==> src/rtl/dma_fc_pkg.sv <==
package dma_fc_pkg;
  localparam int BEAT_W = 5;

  typedef enum logic [2:0] {
    ST_IDLE, ST_WAIT, ST_ARB, ST_CMD, ST_XFER, ST_CLR, ST_TC
  } fc_state_t;

  function automatic logic [BEAT_W-1:0] burst_len(input logic [1:0] sel);
    case (sel)
      2'd0:    burst_len = BEAT_W'(1);
      2'd1:    burst_len = BEAT_W'(4);
      2'd2:    burst_len = BEAT_W'(8);
      default: burst_len = BEAT_W'(16);
    endcase
  endfunction
endpackage

==> src/rtl/dma_req_pick.sv <==
module dma_req_pick
  import dma_fc_pkg::*;
#(
  parameter int CNT_W = 12
) (
  input  logic [CNT_W-1:0]  remain,
  input  logic              periph_fc,
  input  logic              m2m,
  input  logic [1:0]        sel,
  input  logic              rq_burst,
  input  logic              rq_single,
  input  logic              rq_last_burst,
  input  logic              rq_last_single,
  output logic              go,
  output logic [BEAT_W-1:0] beats,
  output logic              last_flag
);
  logic [BEAT_W-1:0] blen;
  logic [BEAT_W-1:0] clipped;

  always_comb begin
    blen    = burst_len(sel);
    clipped = (remain < CNT_W'(blen)) ? remain[BEAT_W-1:0] : blen;
    go        = 1'b0;
    beats     = blen;
    last_flag = 1'b0;
    if (m2m) begin
      go    = 1'b1;
      beats = clipped;
    end else if (rq_burst) begin
      go        = 1'b1;
      beats     = periph_fc ? blen : clipped;
      last_flag = periph_fc & rq_last_burst;
    end else if (rq_single) begin
      go        = 1'b1;
      beats     = BEAT_W'(1);
      last_flag = periph_fc & rq_last_single;
    end
  end
endmodule

==> src/rtl/dma_item_counter.sv <==
module dma_item_counter
  import dma_fc_pkg::*;
#(
  parameter int CNT_W = 12
) (
  input  logic              clk,
  input  logic              rst_n,
  input  logic              load_item,
  input  logic [CNT_W-1:0]  load_count,
  input  logic              start_cmd,
  input  logic [BEAT_W-1:0] cmd_len,
  input  logic              ack,
  input  logic              dec_en,
  output logic [CNT_W-1:0]  remain,
  output logic              last_beat
);
  logic [CNT_W-1:0]  remain_q, remain_d;
  logic [BEAT_W-1:0] beat_q, beat_d;
  logic              remain_en, beat_en;

  always_comb begin
    remain_en = load_item | (ack & last_beat & dec_en);
    remain_d  = load_item ? load_count : (remain_q - CNT_W'(cmd_len));
    beat_en   = start_cmd | ack;
    beat_d    = start_cmd ? cmd_len : (beat_q - BEAT_W'(1));
  end

  always_ff @(posedge clk or negedge rst_n) begin
    if (!rst_n) begin
      remain_q <= '0;
      beat_q   <= '0;
    end else begin
      if (remain_en) remain_q <= remain_d;
      if (beat_en)   beat_q   <= beat_d;
    end
  end

  assign remain    = remain_q;
  assign last_beat = (beat_q == BEAT_W'(1));
endmodule

==> src/rtl/dma_flowctl_engine.sv <==
module dma_flowctl_engine
  import dma_fc_pkg::*;
#(
  parameter int CNT_W = 12
) (
  input  logic              clk,
  input  logic              rst_n,
  input  logic              item_load,
  input  logic [CNT_W-1:0]  item_count,
  input  logic              item_periph_fc,
  input  logic              item_m2m,
  input  logic              item_chain_end,
  input  logic [1:0]        burst_sel,
  input  logic              req_burst,
  input  logic              req_single,
  input  logic              req_last_burst,
  input  logic              req_last_single,
  output logic              req_clr,
  output logic              cmd_valid,
  output logic [BEAT_W-1:0] cmd_beats,
  input  logic              cmd_ready,
  input  logic              beat_ack,
  output logic              tc_pulse,
  output logic              next_req,
  output logic              ch_enable
);
  fc_state_t         state_q, state_d;
  logic              itm_periph, itm_m2m, itm_end;
  logic [1:0]        itm_sel;
  logic [BEAT_W-1:0] cur_beats;
  logic              cur_last;
  logic              take_item, pick_go, pick_last, arb_launch;
  logic [BEAT_W-1:0] pick_beats;
  logic [CNT_W-1:0]  remain;
  logic              last_beat, periph_eff, item_done;

  assign periph_eff = itm_periph & ~itm_m2m;
  assign take_item  = item_load & ((state_q == ST_IDLE) | (state_q == ST_WAIT));

  dma_req_pick #(.CNT_W(CNT_W)) pick_i (
    .remain(remain), .periph_fc(periph_eff), .m2m(itm_m2m), .sel(itm_sel),
    .rq_burst(req_burst), .rq_single(req_single),
    .rq_last_burst(req_last_burst), .rq_last_single(req_last_single),
    .go(pick_go), .beats(pick_beats), .last_flag(pick_last)
  );

  dma_item_counter #(.CNT_W(CNT_W)) cnt_i (
    .clk(clk), .rst_n(rst_n),
    .load_item(take_item), .load_count(item_count),
    .start_cmd((state_q == ST_CMD) & cmd_ready), .cmd_len(cur_beats),
    .ack((state_q == ST_XFER) & beat_ack), .dec_en(~periph_eff),
    .remain(remain), .last_beat(last_beat)
  );

  assign item_done  = periph_eff ? cur_last : (remain == '0);
  assign arb_launch = (state_q == ST_ARB) & (periph_eff | (remain != '0)) & pick_go;

  always_comb begin
    state_d = state_q;
    case (state_q)
      ST_IDLE, ST_WAIT: if (item_load) state_d = ST_ARB;
      ST_ARB: begin
        if (!periph_eff && remain == '0) state_d = ST_TC;
        else if (pick_go)                state_d = ST_CMD;
      end
      ST_CMD:  if (cmd_ready) state_d = ST_XFER;
      ST_XFER: if (beat_ack && last_beat) state_d = ST_CLR;
      ST_CLR:  state_d = item_done ? ST_TC : ST_ARB;
      ST_TC:   state_d = itm_end ? ST_IDLE : ST_WAIT;
      default: state_d = ST_IDLE;
    endcase
  end

  always_ff @(posedge clk or negedge rst_n) begin
    if (!rst_n) begin
      state_q    <= ST_IDLE;
      itm_periph <= 1'b0;
      itm_m2m    <= 1'b0;
      itm_end    <= 1'b1;
      itm_sel    <= '0;
      cur_beats  <= '0;
      cur_last   <= 1'b0;
    end else begin
      state_q <= state_d;
      if (take_item) begin
        itm_periph <= item_periph_fc;
        itm_m2m    <= item_m2m;
        itm_end    <= item_chain_end;
        itm_sel    <= burst_sel;
      end
      if (arb_launch) begin
        cur_beats <= pick_beats;
        cur_last  <= pick_last;
      end
    end
  end

  assign cmd_valid = (state_q == ST_CMD);
  assign cmd_beats = cur_beats;
  assign req_clr   = (state_q == ST_CLR) & ~itm_m2m;
  assign tc_pulse  = (state_q == ST_TC);
  assign next_req  = (state_q == ST_WAIT);
  assign ch_enable = (state_q != ST_IDLE);
endmodule

==> config.mk <==
export PLATFORM = sky130hd
export DESIGN_NAME = dma_flowctl_engine
export DESIGN_NICKNAME = d
export VERILOG_FILES = /design/src/rtl/dma_fc_pkg.sv /design/src/rtl/dma_req_pick.sv /design/src/rtl/dma_item_counter.sv /design/src/rtl/dma_flowctl_engine.sv
export SDC_FILE = /design/constraint.sdc
export NUM_CORES = 1
export LEC_CHECK = 0
export BUFFER_PORTS_ARGS = -buffer_cell sky130_fd_sc_hd__buf_2
export CORE_MARGIN = 2
export CORE_UTILIZATION = 55
export DETAILED_ROUTE_END_ITERATION = 10
export PLACE_DENSITY = 0.78
export SYNTH_ARGS = -nofsm -noshare
export SYNTH_HDL_FRONTEND = slang
export SYNTH_HIERARCHICAL = 1
export SYNTH_SLANG_ARGS = --single-unit
==> constraint.sdc <==
create_clock -name clk -period 6.1 [get_ports clk]
set_input_delay 1.22 -clock clk [delete_from_list [all_inputs] [get_ports clk]]
set_output_delay 1.22 -clock clk [all_outputs]
set_load 0.02 [all_outputs]
==> results of run 1 <==
[area by class of cell]
cell class                 count  area (µm²)  share of cell area [%]
clock inverter                 2       35.03                   1.422
tap                           48       60.06                   2.438
clock buffer                   6       82.58                   3.352
timing repair buffer          36       182.7                   7.415
multi-input combinational    168        1270                   51.55
sequential                    31       777.0                   31.54
inverter                      15       56.30                   2.285
[placed cells by master (no fill, tap or decap), types with 2 or more instances in the layout]
| cell type | netlist | final |
|---|---|---|
| xor2_1 | 4 | 4 |
| ha_1 | 10 | 10 |
| nor4_1 | 6 | 6 |
| or3_1 | 3 | 3 |
| mux2_2 | 6 | 6 |
| nand3_1 | 5 | 5 |
| and3b_1 | 2 | 2 |
| nor3_1 | 6 | 6 |
| nor4_4 | 2 | 2 |
| nor2_1 | 10 | 10 |
| and2_1 | 3 | 3 |
| nor3b_1 | 2 | 2 |
| o2111ai_1 | 2 | 2 |
| a21oi_1 | 10 | 10 |
| mux2_1 | 3 | 3 |
| xnor2_1 | 8 | 8 |
| nor4_2 | 2 | 2 |
| or4_4 | 3 | 3 |
| inv_1 | 14 | 14 |
| dfrtp_1 | 30 | 30 |
| o31a_1 | 2 | 2 |
| a211oi_1 | 4 | 4 |
| nand2b_1 | 3 | 3 |
| and3_1 | 2 | 2 |
| nor2b_1 | 2 | 2 |
| nand2_1 | 25 | 25 |
| buf_2 | 0 | 35 |
| clkbuf_8 | 0 | 6 |
| mux2i_1 | 2 | 2 |
| nor3b_2 | 2 | 2 |
| o21ai_1 | 5 | 5 |
| o21ai_0 | 12 | 12 |
| mux2_4 | 6 | 6 |
[synth_stat cells, types with 6 or more instances]
cell / instances
o21ai_0: 12
a21oi_1: 10
nor2_1: 10
inv_1: 14
mux2_2: 6
nor4_1: 6
ha_1: 10
mux2_4: 6
xnor2_1: 8
dfrtp_1: 30
nand2_1: 25
nor3_1: 6
[where the power goes]
group          total (mW)  switching, mW  internal (mW)  leakage [nW]
Sequential          0.445          0.145          0.300         0.385
Clock               0.211         0.0789          0.132        0.0612
Combinational       0.626          0.331          0.295         0.665
[state kept, by name, indices dropped and copies added, names as in the netlist]
register and count:
cnt_i/remain 12, cmd_beats 5, cnt_i/beat_q 5, state_q 3, itm_sel 2, cur_last 1
itm_end 1, itm_m2m 1, itm_periph 1
[worst max-delay path: cells and delay by family, from the launching register on]
family / cells / cell delay [ps]
flip-flops: 1 / 530
buffers and inverters: 2 / 370
AND/OR/NAND/NOR: 1 / 270
[worst paths after layout]
check / start / endpoint / slack, ps
max in group asynchronous: rst_n / cnt_i/remain[7] / 4700
min in group asynchronous: rst_n / cmd_beats[4] / 970
setup / recovery: state_q[2] / req_clr / 3410
setup reg to reg: itm_sel[0] / cmd_beats[0] / 3580
hold reg to reg: cur_last / cur_last / 510
hold / removal: cur_last / cur_last / 510
[stage by stage]
step	setup WS (ps)	hold WS [ps]	power [mW]	instance area [µm²]
global placement	3451	493.5	1.047	2346
detailed placement	3383	502.6	1.071	2346
CTS	3427	518.0	1.291	2464
finish	3413	514.0	1.282	2464
global route	3346	545.8	1.397	2464
floorplan	3551	481.2	0.9230	2138
[metal layers]
| metal | global-route usage (%) | wire length, µm |
|---|---|---|
| met5 | 0 | 0 |
| met4 | 7.653 | 67 |
| met3 | 5.622 | 174 |
| met2 | 38.50 | 2123 |
| met1 | 30.01 | 2072 |
[cells by family after synthesis]
| group | Yosys count | share of synthesized area [%] |
|---|---|---|
| multiplexers | 17 | 9.889 |
| adder cells (fa/ha/maj) | 11 | 6.788 |
| flip-flops | 31 | 36.34 |
| AND/OR/NAND/NOR | 88 | 26.68 |
| buffers and inverters | 22 | 4.271 |
| AO/OA/AOI/OAI | 40 | 11.12 |
| XOR/XNOR | 12 | 4.915 |
==> qor.txt, run 1 <==
=================================================================================
Mean post-synth cell area ..........................................    9.676 µm²
Clock tree from TritonCTS ..........................................         done
Pin slew with the least headroom to its limit ......................     679.3 ps
TritonCTS sink count ...............................................           31
Number of register bits inferred by synthesis ......................           31
Antenna viol nets, final ...........................................            0
Synth Net Count ....................................................          258
Critical path data required time ...................................      4880 ps
CTS Buf Count ......................................................            5
Non-Filler Instances ...............................................          306
Run status .........................................................    completed
Fin. Hold Viols ....................................................            0
Number of vias after detailed routing ..............................         1680
Max-cap viol count .................................................            0
Starting density of the core .......................................       57.97%
Power per Cell Area ................................................ 520.4 nW/µm²
Minimum clock period after layout ..................................      2687 ps
Final HPWL from detailed placement .................................      3389 µm
Warnings, synthesis ................................................            6
Critical path, cell by cell ........................................ inv_1, nor4_1, buf_2
Remaining global-route overflow ....................................            0
Final antenna diode count ..........................................            0
# Post-CTS Setup Buffers ...........................................            0
Cell type with the highest aggregate area in the netlist ...........      dfrtp_1
Synth async-reset ratio ............................................       100.0%
Util after Layout ..................................................       66.79%
Count of final setup violators .....................................            0
Reported leakage power .............................................     1.111 nW
Total Negative Setup Slacks ........................................         0 ps
R2r worst-path depth ...............................................            7
Final weighted congestion in routability-driven placement ..........       0.8463
Share of the clock period used by the worst path ...................       44.04%
Die extent in y ....................................................     66.35 µm
First drt pass iteration count .....................................            4
Worst-path clk slew ................................................        70 ps
Number of top-level design ports ...................................           36
CP endpoint kind ...................................................  output port
Number of placement rows ...........................................           22
Arrival @ worst endpoint ...........................................      1470 ps
Skew final .........................................................     4.056 ps
Kind of start point of the critical path ...........................    flip-flop
Fraction of final layout cells with drive strength greater than 1 ..       27.91%
Final routed wire length divided by cell count .....................     14.50 µm
Max H-tree Level ...................................................            2
Via count of the first global-routing pass .........................         1680
Total routing resource utilization after global routing ............       23.36%
Worst min-delay path class .........................................   reg -> reg
Synth unique cells .................................................           52
Number of antenna violations at the first check in global routing ..            0
Slew HR ............................................................       54.72%
Max Root-Sink Buffers ..............................................            2
Synth top area cells ............................................... dfrtp_1 (35%), ha_1 (5.9%), nand2_1 (4.4%), mux2_4 (4.2%), xnor2_1 (3.3%)
Overall routed net length ..........................................      4437 µm
Clock Tree Root ....................................................     clkbuf_8
First-pass GRT wire length .........................................      7748 µm
Max frequency ......................................................    372.2 MHz
Insertion delay to the later sink of the worst-skew pair ...........       290 ps
Worst hold stages ..................................................            1
Slew Viols, Final ..................................................            0
Proportion of synthesized chip area in sequential cells ............       36.34%
Cells after synthesis ..............................................          221
Mapped cell area ...................................................     2138 µm²
Primary FF master, synth ...........................................      dfrtp_1
Count of hold-fix buffers inserted at cts ..........................            0
Resize count post-CTS ..............................................            0
Peak supply drop ...................................................  0.0002384 V
Layout area overhead ...............................................       15.21%
Remaining routing DRC violations ...................................            0
Core ar. ...........................................................     3689 µm²
Drt via density ....................................................        5.490
Stage delay of the slowest cell on the critical path ...............       530 ps
Number of filler instances in the final layout .....................          328
Count of port buffers added during placement .......................           35
Crit Path Max Fanout ...............................................            9
Portion of synthesized cell area occupied by the leading cell type .       35.11%
Detailed Route Iter0 Violations ....................................           72
Start-to-end type of the worst setup path ..........................   reg -> out
Slowest stage cell, crit path ......................................      dfrtp_1
Number of enable flip-flop cells after synthesis ...................            0
Number of instances in the placed design ...........................          298
Final-stage net count ..............................................          294
Maximum number of pins on one net before global-route repair .......           32
RSZ-0062 raised after global routing ...............................           no
Overall die width ..................................................     66.35 µm
Die ar. ............................................................     4402 µm²
=================================================================================
No activity file was read; power rests on OpenSTA's default activity.
==> inputs of run 2 (changes only) <==
clock period = 2.5 ns   (was 6.1 ns; I/O delays follow)
==> run 2 against run 1 <==
Combinational power rose by 150%. Design area barely moved. First-iteration DRC count rose by 35%. Critical path type is now reg -> reg.
==> qor.txt, run 2 (same netlist as run 1, synthesis figures left out) <==
================================================================================
Run status ........................................................    completed
Number of vias after detailed routing .............................         1752   +4.3%
Switching power total .............................................     1.317 mW   +140%
WP buf/inv ........................................................            0   -2
Layout area overhead ..............................................       15.15%   about the same
Worst-path clk slew ...............................................        60 ps   about the same
First-pass GRT wire length ........................................      7569 µm   -2.3%
Comb power frac ...................................................        50.8%   +2.0 points
Peak supply drop ..................................................  0.0005772 V   +140%
Flop2flop setup slack .............................................       130 ps   -3450 ps
Fraction of final layout cells with drive strength greater than 1 .       28.46%   +0.55 points
Number of placement rows ..........................................           22   unchanged
Final-stage net count .............................................          296   +0.68%
Final antenna diode count .........................................            0   unchanged
Number of flip-flops in the largest register ......................           12   unchanged
Total Negative Setup Slacks .......................................         0 ps   unchanged
Detailed Route Iter0 Violations ...................................           97   +35%
Total routing resource utilization after global routing ...........       22.80%   -0.56 points
Slew Viols, Final .................................................            0   unchanged
Maximum number of pins on one net before global-route repair ......           32   unchanged
Reported leakage power ............................................     1.110 nW   -0.12%
Number of antenna violations at the first check in global routing .            0   unchanged
Util after Layout .................................................       66.76%   about the same
CTS Buf Count .....................................................            5   unchanged
Slew HR ...........................................................       54.05%   -0.67 points
TritonCTS sink count ..............................................           31   unchanged
Fin. Hold Viols ...................................................            0   unchanged
Skew final ........................................................     5.700 ps   +1.644 ps
CP endpoint kind ..................................................    flip-flop
Family with the most delay on the worst path ...................... multiplexers
Antenna viol nets, final ..........................................            0   unchanged
Power per Cell Area ...............................................  1232 nW/µm²   +140%
Core ar. ..........................................................     3689 µm²   unchanged
Overall routed net length .........................................      4284 µm   -3.4%
Starting density of the core ......................................       57.97%   unchanged
Arrival @ worst endpoint ..........................................      2540 ps   +1070 ps
Slowest stage cell, crit path .....................................      dfrtp_2
Relative contribution of sequential cells to total power ..........        35.0%   +0.3 points
Kind of start point of the critical path ..........................    flip-flop
Drt via density ...................................................        5.688   +3.6%
Max H-tree Level ..................................................            2   unchanged
Count of hold-fix buffers inserted at cts .........................            0   unchanged
Stage delay of the slowest cell on the critical path ..............       430 ps   -100 ps
First drt pass iteration count ....................................            4   unchanged
Minimum clock period after layout .................................      2369 ps
Final HPWL from detailed placement ................................      3263 µm   -3.7%
Total area of multi-input combinational cells .....................     1270 µm²   unchanged
Final routed wire length divided by cell count ....................     13.91 µm   -4.1%
Die ar. ...........................................................     4402 µm²   unchanged
Final weighted congestion in routability-driven placement .........       0.8704   +2.8%
Sequential cell area ..............................................    778.2 µm²   +0.16%
Crit Path Max Fanout ..............................................            6   -3
Number of filler instances in the final layout ....................          329   +0.30%
Clock tree from TritonCTS .........................................         done
Max Root-Sink Buffers .............................................            2   unchanged
Worst min-delay path class ........................................  in -> async
Most common cell after layout, fill and taps aside ................        buf_2
Internal cell power ...............................................     1.717 mW   +140%
Max-cap viol count ................................................            0   unchanged
Critical path data required time ..................................      2670 ps   -2210 ps
Overall die width .................................................     66.35 µm   unchanged
Critical path, cell by cell ....................................... or2b_1, ha_1, a21oi_1, o22ai_1, nor4_4, mux2_2, mux2_4
RSZ-0062 raised after global routing ..............................           no
Pin slew with the least headroom to its limit .....................     689.3 ps   +10.06 ps
Number of instances in the placed design ..........................          300   +0.67%
Leading cell types in the layout, fill and taps excluded .......... buf_2 (35), dfrtp_1 (29), nand2_1 (25)
Die extent in y ...................................................     66.35 µm   unchanged
Final Total Pwr ...................................................     3.034 mW   +140%
Start-to-end type of the worst setup path .........................   reg -> reg
Remaining routing DRC violations ..................................            0   unchanged
Non-Filler Instances ..............................................          308   +0.65%
Share of power burned in the clock network ........................        14.3%   -2.2 points
Remaining global-route overflow ...................................            0   unchanged
Number of top-level design ports ..................................           36   unchanged
Count of final setup violators ....................................            0   unchanged
Clock Tree Root ...................................................     clkbuf_8
Share of the clock period used by the worst path ..................       94.76%
Insertion delay to the later sink of the worst-skew pair ..........       290 ps   about the same
Switching part of the total power .................................       43.41%   +0.18 points
Via count of the first global-routing pass ........................         1734   +3.2%
Max frequency .....................................................    422.1 MHz
Count of port buffers added during placement ......................           35   unchanged
================================================================================
run 2: per-layer routing:
metal / part of all wire (%) / global-route usage [%] / up-vias / routed length (µm)
li1: - / - / 870 / -
met1: 46 / 29.51 / 827 / 1984
met2: 47 / 36.50 / 47 / 2020
met3: 4.6 / 4.770 / 8 / 199
met4: 1.9 / 10.20 / 0 / 80
met5: 0 / 0 / - / 0
run 2: worst paths after layout:
| path | depth (start not counted) | start | to |
|---|---|---|---|
| worst min register to register | 1 | cur_last | cur_last |
| min in group clk | 3 | item_count[0] | cnt_i/remain[0] |
| worst max-delay path | 7 | itm_sel[0] | cmd_beats[4] |
| worst max register to register | 7 | itm_sel[0] | cmd_beats[4] |
| max in group asynchronous | 1 | rst_n | itm_sel[0] |
| worst min-delay path | 1 | rst_n | state_q[1] |
run 2: repair_timing:
item / 4_1_cts / 5_1_grt
buffers inserted: 0 / 0
setup endpoints to repair: 0 / 4
hold endpoints to repair: 0 / 0
resized for setup: 0 / 1
run 2: layout make-up:
class,count,area share [%]
Clock buffer,8,4.065
Inverter,15,2.287
Multi-Input combinational cell,168,51.58
Sequential cell,31,31.61
Tap cell,48,2.439
Timing Repair Buffer,38,8.028
run 2: metrics by stage:
stage	instance area (µm²)	setup slack, ps	hold WS (ps)
finish	2462	130.9	247.6
global route	2462	6.949	302.7
CTS	2461	68.91	269.6
detailed placement	2361	79.72	496.1
global placement	2361	132.4	493.9
floorplan	2138	196.9	204.4
run 2: power by group through the flow:
stage | Combinational, mW | Sequential (mW) | Clock, mW
2_1_floorplan | 1.26 | 0.988 | 0
3_3_place_gp | 1.50 | 1.06 | 0
3_5_place_dp | 1.53 | 1.06 | 0
4_1_cts | 1.55 | 1.06 | 0.447
5_1_grt | 1.74 | 1.11 | 0.475
6_report | 1.54 | 1.06 | 0.433
